[config.mk]
export PLATFORM = sky130hd
export DESIGN_NAME = adc_result_stage
export DESIGN_NICKNAME = d
export VERILOG_FILES = /design/src/rtl/adc_rb_pkg.sv /design/src/rtl/adc_rb_satcnt.sv /design/src/rtl/adc_rb_ctrl.sv /design/src/rtl/adc_rb_slots.sv /design/src/rtl/adc_result_stage.sv
export SDC_FILE = /design/constraint.sdc
export NUM_CORES = 1
export LEC_CHECK = 0
export BUFFER_PORTS_ARGS = -buffer_cell sky130_fd_sc_hd__buf_2
export CAP_MARGIN = 30
export CELL_PAD_IN_SITES_DETAIL_PLACEMENT = 0
export CELL_PAD_IN_SITES_GLOBAL_PLACEMENT = 1
export CORE_ASPECT_RATIO = 0.5
export CORE_MARGIN = 2
export CORE_UTILIZATION = 41
export DETAILED_ROUTE_END_ITERATION = 8
export PLACE_DENSITY = 0.94
export SETUP_SLACK_MARGIN = 0.05
export SKIP_LAST_GASP = 1
export SLEW_MARGIN = 20
export SYNTH_ARGS = -nofsm -noshare
export SYNTH_HDL_FRONTEND = slang
export SYNTH_SLANG_ARGS = --single-unit
[constraint.sdc]
create_clock -name clk -period 3.3 [get_ports clk]
set_clock_uncertainty 0.15 [all_clocks]
set_input_delay 0.33 -clock clk [delete_from_list [all_inputs] [get_ports clk]]
set_output_delay 0.33 -clock clk [all_outputs]
set_load 0.03 [all_outputs]
[src/rtl/adc_rb_pkg.sv]
package adc_rb_pkg;

  // Mode field inside the control word (upper byte, bits 22:20)
  localparam int unsigned MODE_LSB = 20;
  localparam int unsigned MODE_W   = 3;

  typedef logic [MODE_W-1:0] mode_t;

  localparam mode_t CAL_FIRST = 3'd1;
  localparam mode_t CAL_LAST  = 3'd4;

  function automatic logic is_cal_mode(input mode_t m);
    return (m >= CAL_FIRST) && (m <= CAL_LAST);
  endfunction

endpackage

[src/rtl/adc_rb_satcnt.sv]
module adc_rb_satcnt #(
  parameter int unsigned MAX      = 15,
  parameter bit          RST_FULL = 1'b0,
  localparam int unsigned W       = $clog2(MAX + 1)
) (
  input  logic         clk,
  input  logic         rst,
  input  logic         clr,
  output logic [W-1:0] cnt
);

  localparam logic [W-1:0] TOP = W'(MAX);

  always_ff @(posedge clk) begin
    if (rst) begin
      cnt <= RST_FULL ? TOP : '0;
    end else if (clr) begin
      cnt <= '0;
    end else if (cnt != TOP) begin
      cnt <= cnt + 1'b1;
    end
  end

endmodule

[src/rtl/adc_rb_ctrl.sv]
module adc_rb_ctrl
  import adc_rb_pkg::*;
#(
  parameter int unsigned DATA_W = 24,
  localparam int unsigned BYTES = DATA_W / 8
) (
  input  logic              clk,
  input  logic              rst,
  input  logic              wr,
  input  logic [BYTES-1:0]  be,
  input  logic [DATA_W-1:0] wdata,
  input  logic              cal_done,
  output logic [DATA_W-1:0] cfg_q,
  output logic              recal_q,
  output logic              flush
);

  logic [DATA_W-1:0] merged;
  logic              cal_hit;

  for (genvar b = 0; b < BYTES; b++) begin : g_byte
    assign merged[8*b +: 8] = (wr && be[b]) ? wdata[8*b +: 8] : cfg_q[8*b +: 8];
  end

  // Any upper-byte write may have changed the filter or mode
  assign flush   = wr && (|be[BYTES-1:1]);
  assign cal_hit = flush && is_cal_mode(merged[MODE_LSB +: MODE_W]);

  always_ff @(posedge clk) begin
    if (rst) begin
      cfg_q   <= '0;
      recal_q <= 1'b0;
    end else begin
      cfg_q <= merged;
      if (cal_hit) begin
        recal_q <= 1'b1;
      end else if (cal_done) begin
        recal_q <= 1'b0;
      end
    end
  end


  gain_only_chk: assert property (@(posedge clk) disable iff (rst)
    (wr && be == BYTES'(1) && !cal_done) |=> (recal_q == $past(recal_q)));

endmodule

[src/rtl/adc_rb_slots.sv]
module adc_rb_slots #(
  parameter int unsigned DATA_W = 24
) (
  input  logic              clk,
  input  logic              rst,
  input  logic              conv_in,
  input  logic [DATA_W-1:0] conv_data,
  input  logic              rd_start,
  input  logic              rd_done,
  input  logic              ready_low,
  input  logic              window_expired,
  input  logic              flush,
  output logic [DATA_W-1:0] out_data_q,
  output logic              out_valid_q,
  output logic              out_valid_nxt,
  output logic              restart,
  output logic              read_done,
  output logic              lost_q
);

  logic              hold_valid_q, reading_q;
  logic [DATA_W-1:0] hold_data_q;
  logic              hv, rd, lost_d;
  logic [DATA_W-1:0] od, hd;

  assign read_done = rd_done && reading_q && !flush;

  always_comb begin
    out_valid_nxt = out_valid_q;
    od            = out_data_q;
    hv            = hold_valid_q;
    hd            = hold_data_q;
    rd            = reading_q;
    restart       = 1'b0;
    lost_d        = 1'b0;
    if (flush) begin
      out_valid_nxt = 1'b0;
      hv            = 1'b0;
      rd            = 1'b0;
    end else begin
      // The read side is served before a new result is placed
      if (read_done) begin
        rd = 1'b0;
        if (hv) begin
          od      = hd;
          hv      = 1'b0;
          restart = 1'b1;
        end else begin
          out_valid_nxt = 1'b0;
        end
      end else if (rd_start && ready_low && out_valid_q && !reading_q) begin
        rd = 1'b1;
      end
      if (conv_in) begin
        if (!out_valid_nxt) begin
          out_valid_nxt = 1'b1;
          od            = conv_data;
          restart       = 1'b1;
        end else if (!rd && window_expired && !hv && !restart) begin
          od      = conv_data;
          restart = 1'b1;
          lost_d  = 1'b1;
        end else if (!hv) begin
          hv = 1'b1;
          hd = conv_data;
        end else begin
          hd     = conv_data;
          lost_d = 1'b1;
        end
      end
    end
  end

  always_ff @(posedge clk) begin
    if (rst) begin
      out_valid_q  <= 1'b0;
      out_data_q   <= '0;
      hold_valid_q <= 1'b0;
      hold_data_q  <= '0;
      reading_q    <= 1'b0;
      lost_q       <= 1'b0;
    end else begin
      out_valid_q  <= out_valid_nxt;
      out_data_q   <= od;
      hold_valid_q <= hv;
      hold_data_q  <= hd;
      reading_q    <= rd;
      lost_q       <= lost_d;
    end
  end


  hold_needs_out_chk: assert property (@(posedge clk) disable iff (rst)
    hold_valid_q |-> out_valid_q);


  lost_source_chk: assert property (@(posedge clk) disable iff (rst)
    lost_q |-> $past(conv_in));

endmodule

[src/rtl/adc_result_stage.sv]
module adc_result_stage #(
  parameter int unsigned DATA_W    = 24,
  parameter int unsigned START_WIN = 64,
  parameter int unsigned MIN_HIGH  = 8,
  localparam int unsigned BYTES    = DATA_W / 8
) (
  input  logic              clk,
  input  logic              rst,
  input  logic              conv_done,
  input  logic [DATA_W-1:0] conv_data,
  input  logic              rd_start,
  input  logic              rd_done,
  input  logic              cfg_wr,
  input  logic [BYTES-1:0]  cfg_be,
  input  logic [DATA_W-1:0] cfg_wdata,
  input  logic              cal_done,
  output logic              drdy_n,
  output logic [DATA_W-1:0] dout,
  output logic              lost,
  output logic              recal_req,
  output logic [DATA_W-1:0] cfg_q
);

  localparam int unsigned AGE_W = $clog2(START_WIN + 1);
  localparam int unsigned HI_W  = $clog2(MIN_HIGH + 1);
  localparam logic [HI_W-1:0]  HI_NEED = HI_W'(MIN_HIGH - 1);
  localparam logic [AGE_W-1:0] AGE_TOP = AGE_W'(START_WIN);

  logic              drdy_n_q, drdy_d;
  logic              flush, recal_q;
  logic              out_valid_q, out_valid_nxt, restart, read_done;
  logic [AGE_W-1:0]  age_cnt;
  logic [HI_W-1:0]   hi_cnt;
  logic              hi_ok, window_expired;

  adc_rb_ctrl #(.DATA_W(DATA_W)) u_ctrl (
    .clk      (clk),
    .rst      (rst),
    .wr       (cfg_wr),
    .be       (cfg_be),
    .wdata    (cfg_wdata),
    .cal_done (cal_done),
    .cfg_q    (cfg_q),
    .recal_q  (recal_q),
    .flush    (flush)
  );

  adc_rb_slots #(.DATA_W(DATA_W)) u_slots (
    .clk            (clk),
    .rst            (rst),
    .conv_in        (conv_done && !recal_q),
    .conv_data      (conv_data),
    .rd_start       (rd_start),
    .rd_done        (rd_done),
    .ready_low      (!drdy_n_q),
    .window_expired (window_expired),
    .flush          (flush),
    .out_data_q     (dout),
    .out_valid_q    (out_valid_q),
    .out_valid_nxt  (out_valid_nxt),
    .restart        (restart),
    .read_done      (read_done),
    .lost_q         (lost)
  );

  // Cycles the ready line has been high, saturating
  adc_rb_satcnt #(.MAX(MIN_HIGH), .RST_FULL(1'b1)) u_hi_cnt (
    .clk (clk),
    .rst (rst),
    .clr (!drdy_n_q),
    .cnt (hi_cnt)
  );

  // Cycles since the ready line fell for the current word
  adc_rb_satcnt #(.MAX(START_WIN), .RST_FULL(1'b0)) u_age_cnt (
    .clk (clk),
    .rst (rst),
    .clr (drdy_n_q || drdy_d || restart),
    .cnt (age_cnt)
  );

  assign hi_ok          = (hi_cnt >= HI_NEED);
  assign window_expired = (age_cnt == AGE_TOP);

  always_comb begin
    drdy_d = 1'b0;
    if (!out_valid_nxt || flush || read_done) begin
      drdy_d = 1'b1;
    end else if (drdy_n_q && !hi_ok) begin
      drdy_d = 1'b1;
    end
  end

  always_ff @(posedge clk) begin
    if (rst) begin
      drdy_n_q <= 1'b1;
    end else begin
      drdy_n_q <= drdy_d;
    end
  end

  assign drdy_n    = drdy_n_q;
  assign recal_req = recal_q;


  ready_has_word_chk: assert property (@(posedge clk) disable iff (rst)
    !drdy_n_q |-> out_valid_q);


  read_end_raises_chk: assert property (@(posedge clk) disable iff (rst)
    read_done |=> drdy_n_q);


  min_high_chk: assert property (@(posedge clk) disable iff (rst)
    $fell(drdy_n_q) |-> ($past(hi_cnt) >= HI_NEED));


  upper_write_raises_chk: assert property (@(posedge clk) disable iff (rst)
    flush |=> drdy_n_q);


  recal_holds_high_chk: assert property (@(posedge clk) disable iff (rst)
    recal_q |-> drdy_n_q);

endmodule

* Word level (Yosys, flattened, before mapping)
Cells that the tools add are included.
Cells by class: reduce and logical (&&, ||, !) cells 36, muxes and demuxes 34, $add $sub $neg 2, order comparisons 3, bitwise gates (word level) 5, equal/unequal tests 4
Operators with widths (count):
- 24-bit two-way mux | 5
- 1-bit two-way mux | 26
- 1-bit logical AND | 16
- 1-bit logical NOT | 9
- 4-bit two-way mux | 2
- 2-bit OR reduction | 4
- 7-bit by 1-bit adder with 7-bit output (second input constant) | 1
- 7-bit == test (second input constant) | 1
- 7-bit two-way mux | 1
- 7-bit != test (second input constant) | 1
- 1-bit NOT | 5
- 4-bit by 1-bit adder with 4-bit output (second input constant) | 1
- 4-bit by 3-bit greater-or-equal comparator with 1-bit output (second input constant) | 1
- 1-bit logical OR | 4
- 4-bit != test (second input constant) | 1
- 4-bit AND reduction | 1
- 4-bit OR reduction | 1
- 3-bit by 1-bit greater-or-equal comparator with 1-bit output (second input constant) | 1
- 3-bit less-or-equal comparator (second input constant) | 1
- 2-bit by 1-bit != test with 1-bit output (second input constant) | 1
- 2-bit nonzero test | 1
Word-level totals: word-level logic and storage cells 99, output and inout bits 51, bits of input ports 58, flip-flop bits (word level) 89

* Logic depth before layout (Yosys ltp)
depth after elaboration 17, gate-level depth with buffers 8, mapped depth without buffers 6

* Hierarchy
From an unflattened synthesis, not the netlist that was laid out.
Unflattened totals: cells, all modules 422, area, all modules 4002.6 um^2
By module, submodules not included:
- adc_rb_slots | seq. area each 1041.0 um^2, area each 2383.5 um^2, times used 1, cells each 237
- adc_rb_ctrl | seq. area each 500.5 um^2, area each 969.7 um^2, times used 1, cells each 117
- adc_rb_satcnt (u_age_cnt) | seq. area each 140.1 um^2, area each 362.8 um^2, times used 1, cells each 39
- adc_rb_satcnt (u_hi_cnt) | seq. area each 80.1 um^2, area each 200.2 um^2, times used 1, cells each 19
- adc_result_stage | seq. area each 20.0 um^2, area each 86.3 um^2, times used 1, cells each 10

* Least setup slack after synthesis
OpenSTA, ideal clock, no wires.
path type input to register, start input cfg_be[2], end register u_slots.out_data_q[10], setup time 119 ps, stages on the path 7, setup slack 1071 ps, buffers on the path 3, required time 3031 ps, data arrival time 1960 ps, path through clkbuf_1 > o21a_1 > buf_2 > nor4_1 > clkbuf_1 > a21oi_1 > o221a_1
Between the ends: cells in the longest elaborated chain, start to end 13, elaborated cells on any way between the ends 22, those cells by class mux (12); reduce/logical (10)
RTL lines:
- start: declaration | RTL line adc_result_stage.sv:14 | input logic [BYTES-1:0] cfg_be,
- 2-bit OR reduction (*) | RTL line adc_rb_ctrl.sv:26 | assign flush = wr && (|be[BYTES-1:1]);
- 1-bit logical AND (*) | RTL line adc_rb_ctrl.sv:26
- 1-bit logical NOT | RTL line adc_rb_slots.sv:26 | assign read_done = rd_done && reading_q && !flush;
- 1-bit logical AND | RTL line adc_rb_slots.sv:26
- 1-bit two-way mux | RTL line adc_rb_slots.sv:42 | if (read_done) begin
- 1-bit two-way mux | RTL line adc_rb_slots.sv:36 | if (flush) begin
- 1-bit logical NOT | RTL line adc_rb_slots.sv:59 | end else if (!rd && window_expired && !hv && !restart) begin
- 1-bit logical AND (3 in series) | RTL line adc_rb_slots.sv:59
- 24-bit two-way mux | RTL line adc_rb_slots.sv:59
- 24-bit two-way mux | RTL line adc_rb_slots.sv:55 | if (!out_valid_nxt) begin
- 24-bit two-way mux | RTL line adc_rb_slots.sv:54 | if (conv_in) begin
- end signal: assignment | RTL line adc_rb_slots.sv:77 | out_data_q <= '0;
- end signal: assignment | RTL line adc_rb_slots.sv:84 | out_data_q <= od;
- end: declaration | RTL line adc_rb_slots.sv:13 | output logic [DATA_W-1:0] out_data_q,
Every way passes the cells marked *; elsewhere a longest branch is shown, timed or not. The select of a mux whose other input is x is not followed. A chain may end at the register's enable or synchronous reset.

* Worst setup path in the final report
start register u_age_cnt.cnt[2], end register u_slots.out_data_q[2]
Between the ends: cells in the longest elaborated chain, start to end 7
RTL lines:
- start: declaration | RTL line adc_rb_satcnt.sv:9 | output logic [W-1:0] cnt
- start signal: assignment | RTL line adc_rb_satcnt.sv:16 | cnt <= RST_FULL ? TOP : '0;
- start signal: assignment | RTL line adc_rb_satcnt.sv:20 | cnt <= cnt + 1'b1;
- 7-bit == test | RTL line adc_result_stage.sv:83 | assign window_expired = (age_cnt == AGE_TOP);
- 1-bit logical AND (3 in series) | RTL line adc_rb_slots.sv:59
- 24-bit two-way mux | RTL line adc_rb_slots.sv:59
- 24-bit two-way mux | RTL line adc_rb_slots.sv:55
- 24-bit two-way mux | RTL line adc_rb_slots.sv:54
No other way between the ends.

==> reports/qor.yml <==
yosys:
  ys_warn_count: 0
  synth_area_leaders: "dfxtp_1 47%, a21oi_1 9.8%, o221a_1 5.9%"
  synthArstFlopShare_pct: 0
  yosysTopAreaCell: "dfxtp_1"
  synth_seq_cells: 89
  synth_common_cells: "89 x dfxtp_1, 74 x a21oi_1, 33 x nand2_1"
  ys_types: 40
  synth_simple_gate_area_share_pct: 13.58
  synth-edff-count: 0
  synth_compound_area_share_pct: 28.38
  yosysSeqAreaShare_pct: 46.93
  syn_inst: 434
  synthMuxAreaShare_pct: 0.5274
  yosysTopAreaCellShare_pct: 46.93
  synth_top_family_by_area: "compound AO/OA/AOI/OAI gates"
  synth-xor-area-share_pct: 2.076
  synth_flop_cell: "dfxtp_1"
  synth.avg_cell_area_um2: 8.747
  yosysMostFrequentCell: "dfxtp_1"
  syn_area_um2: 3796
  syn_nets: 496
  synth_fa_ha_area_share_pct: 1.318
sta:
  finalHoldViolCount: 0
  holdWs_ns: 0.08871
  slew_viol_final: 0
  setup_viol_count_final: 0
  fin_tns_setup_ns: 0
  rsz0062_at_grt: "no"
  relSlewSlack_pct: 54.10
  tightest_slew_ns: 0.6852
  fin_crit_ns: 2.572
  period_share_pct: 77.93
  max_freq_mhz: 388.9
cells_and_area:
  fin_nets: 589
  syn2layout_area_growth_pct: 23.93
  drive_above_1_share_pct: 26.55
  fillers: 827
  antenna_cells: 0
  fin_cells: 648
min_path:
  min_path_type: "in2reg"
critical_path:
  critPathMostFrequentCell: "or4_4"
  max_stage_delay_ns: 0.59
  crit_required_ns: 3.43
  start_kind: "register"
  crit_type: "reg2reg"
  r2r_slack_ns: 0.73
  path_cells: "or4_4 > or4_4 > o211ai_4 > o221a_2"
  arrival_ns: 2.70
  critPathMaxFanout: 24
  cp-end-kind: "register"
  slowest_stage: "or4_4"
pwr:
  power_switching_share_pct: 26.13
  pwr-share-seq_pct: 45.8
  ir_drop_mv: 0.2775
  p_total_mw: 2.557
  p_int_mw: 1.889
  switchingPower_mw: 0.6683
  pwr-share-clk_pct: 40.4
  combPwrFrac_pct: 13.8
  p_per_area_nw_per_um2: 543.6
  leakage_nw: 1.864
place:
  globalplace.congestion: 0.8458
  place_hpwl_mm: 6.021
  io_buffers: 108
  place_inst: 633
flow_run:
  drv_cap: 0
floorplanning:
  dieWidth_um: 140.1
  die_h_um: 72.04
  boundaryPins: 109
  fp.coreArea_um2: 8859
  die_area_um2: 10090
  rows: 24
  start_util_pct: 42.85
clock_tree:
  cts_max_path_buffers: 2
  ctsHoldBuffers: 0
  cts_setup_buffers: 0
  cts.clk_slew.worst_paths_ns: 0.07
  cts-buffers-inserted: 9
  cts.sinks: 89
  cts_tree: "built"
  worstSkewPairLatency_ns: 0.34
  clockRootBuffer: "clkbuf_16"
  postCtsResizedCells: 0
  h-tree-depth: 3
grt:
  antenna_found_initial: 0
  grt_max_degree: 29
  grt_pass1_wl_mm: 14.55
  grt_pass1_vias: 3068
  grt_overflow_total: 0
  grtUsageTotal_pct: 17.83
run_status:
  violations: "DRC"
  status: "finished with violations"
routing:
  drc_errors: 5
  first_pass_iters: 9
  drt-total-wl_mm: 8.977
  ant_nets: 0
  viasPerCell: 5.256
  vias: 3406
  first_iter_violations: 201
  wl_per_cell_um: 13.85
## critical path, delay by kind of cell (launching register included)
| family | cells | cell delay, ns |
|---|---|---|
| compound gates | 2 | 0.91 |
| flops | 1 | 0.33 |
| simple gates | 2 | 1.12 |
## path summary, 6_finish.rpt
check                                 startpoint               endpoint  depth (start not counted)
worst min register to register  u_ctrl.cfg_q[11]       u_ctrl.cfg_q[11]                          2
worst max register to register  u_age_cnt.cnt[2]  u_slots.out_data_q[2]                          4
worst min-delay path                cfg_wdata[9]        u_ctrl.cfg_q[9]                          3
worst max-delay path            u_age_cnt.cnt[2]  u_slots.out_data_q[2]                          4
## through the flow
step / worst slack (ns) / area [µm²] / util [%]
6_report: 0.7283 / 4705 / 53.11
5_1_grt: 0.6417 / 4705 / 53.11
4_1_cts: 0.7105 / 4705 / 53.11
3_5_place_dp: 0.7202 / 4400 / 49.68
3_3_place_gp: 0.7776 / 4400 / 49.68
2_1_floorplan: 1.071 / 3796 / -
## cells in the final DEF, fill, tap and decap left out, drive strengths merged, types with 4 or more instances in the layout
cell type and instances:
buf 116, nor3 4, o21ai 28, o221a 23, xnor2 6, clkbuf 11, inv 31, nand3b 4
o211ai 26, nor2 17, nand2b 4, ha 4, dfxtp 89, nand2 33, a21oi 74, nand3 28
## flip-flops by register name, indices dropped and copies added, names as in the netlist, 4 cells and up
name                 flops
u_slots.out_data_q      24
u_age_cnt.cnt            7
u_ctrl.cfg_q            24
u_hi_cnt.cnt             4
u_slots.hold_data_q     24
## power groups by stage
stage	registers, mW	logic, mW	clock network [mW]
2_1_floorplan	1.27	0.171	0
3_3_place_gp	1.20	0.349	0
3_5_place_dp	1.19	0.355	0
4_1_cts	1.17	0.357	1.06
5_1_grt	1.18	0.390	1.10
6_report	1.17	0.354	1.03
## layer usage
layer | part of all wire (%) | up-vias | GRT usage (%)
met1 | 46 | 1577 | 22.77
met4 | 0.47 | 0 | 5.051
met3 | 4.9 | 6 | 5.215
met2 | 48 | 74 | 29.99
li1 | - | 1749 | -
met5 | 0 | - | 0
## final cells by class
class	count	area, µm²	share of cell area [%]
Sequential cell	89	1782	37.87
Multi-Input combinational cell	281	1759	37.39
Timing Repair Buffer	116	600.6	12.77
Clock buffer	11	252.7	5.372
Tap cell	117	146.4	3.112
Inverter	30	112.6	2.394
Clock inverter	4	51.30	1.090
## logic make-up after synthesis
kind of cell	Yosys count
XOR/XNOR	9
multiplexers	2
AND/OR/NAND/NOR	104
buffers and inverters	64
adder cells (fa/ha/maj)	4
flip-flops	89
AO/OA/AOI/OAI	162
Power figures use the tool's default switching activity.
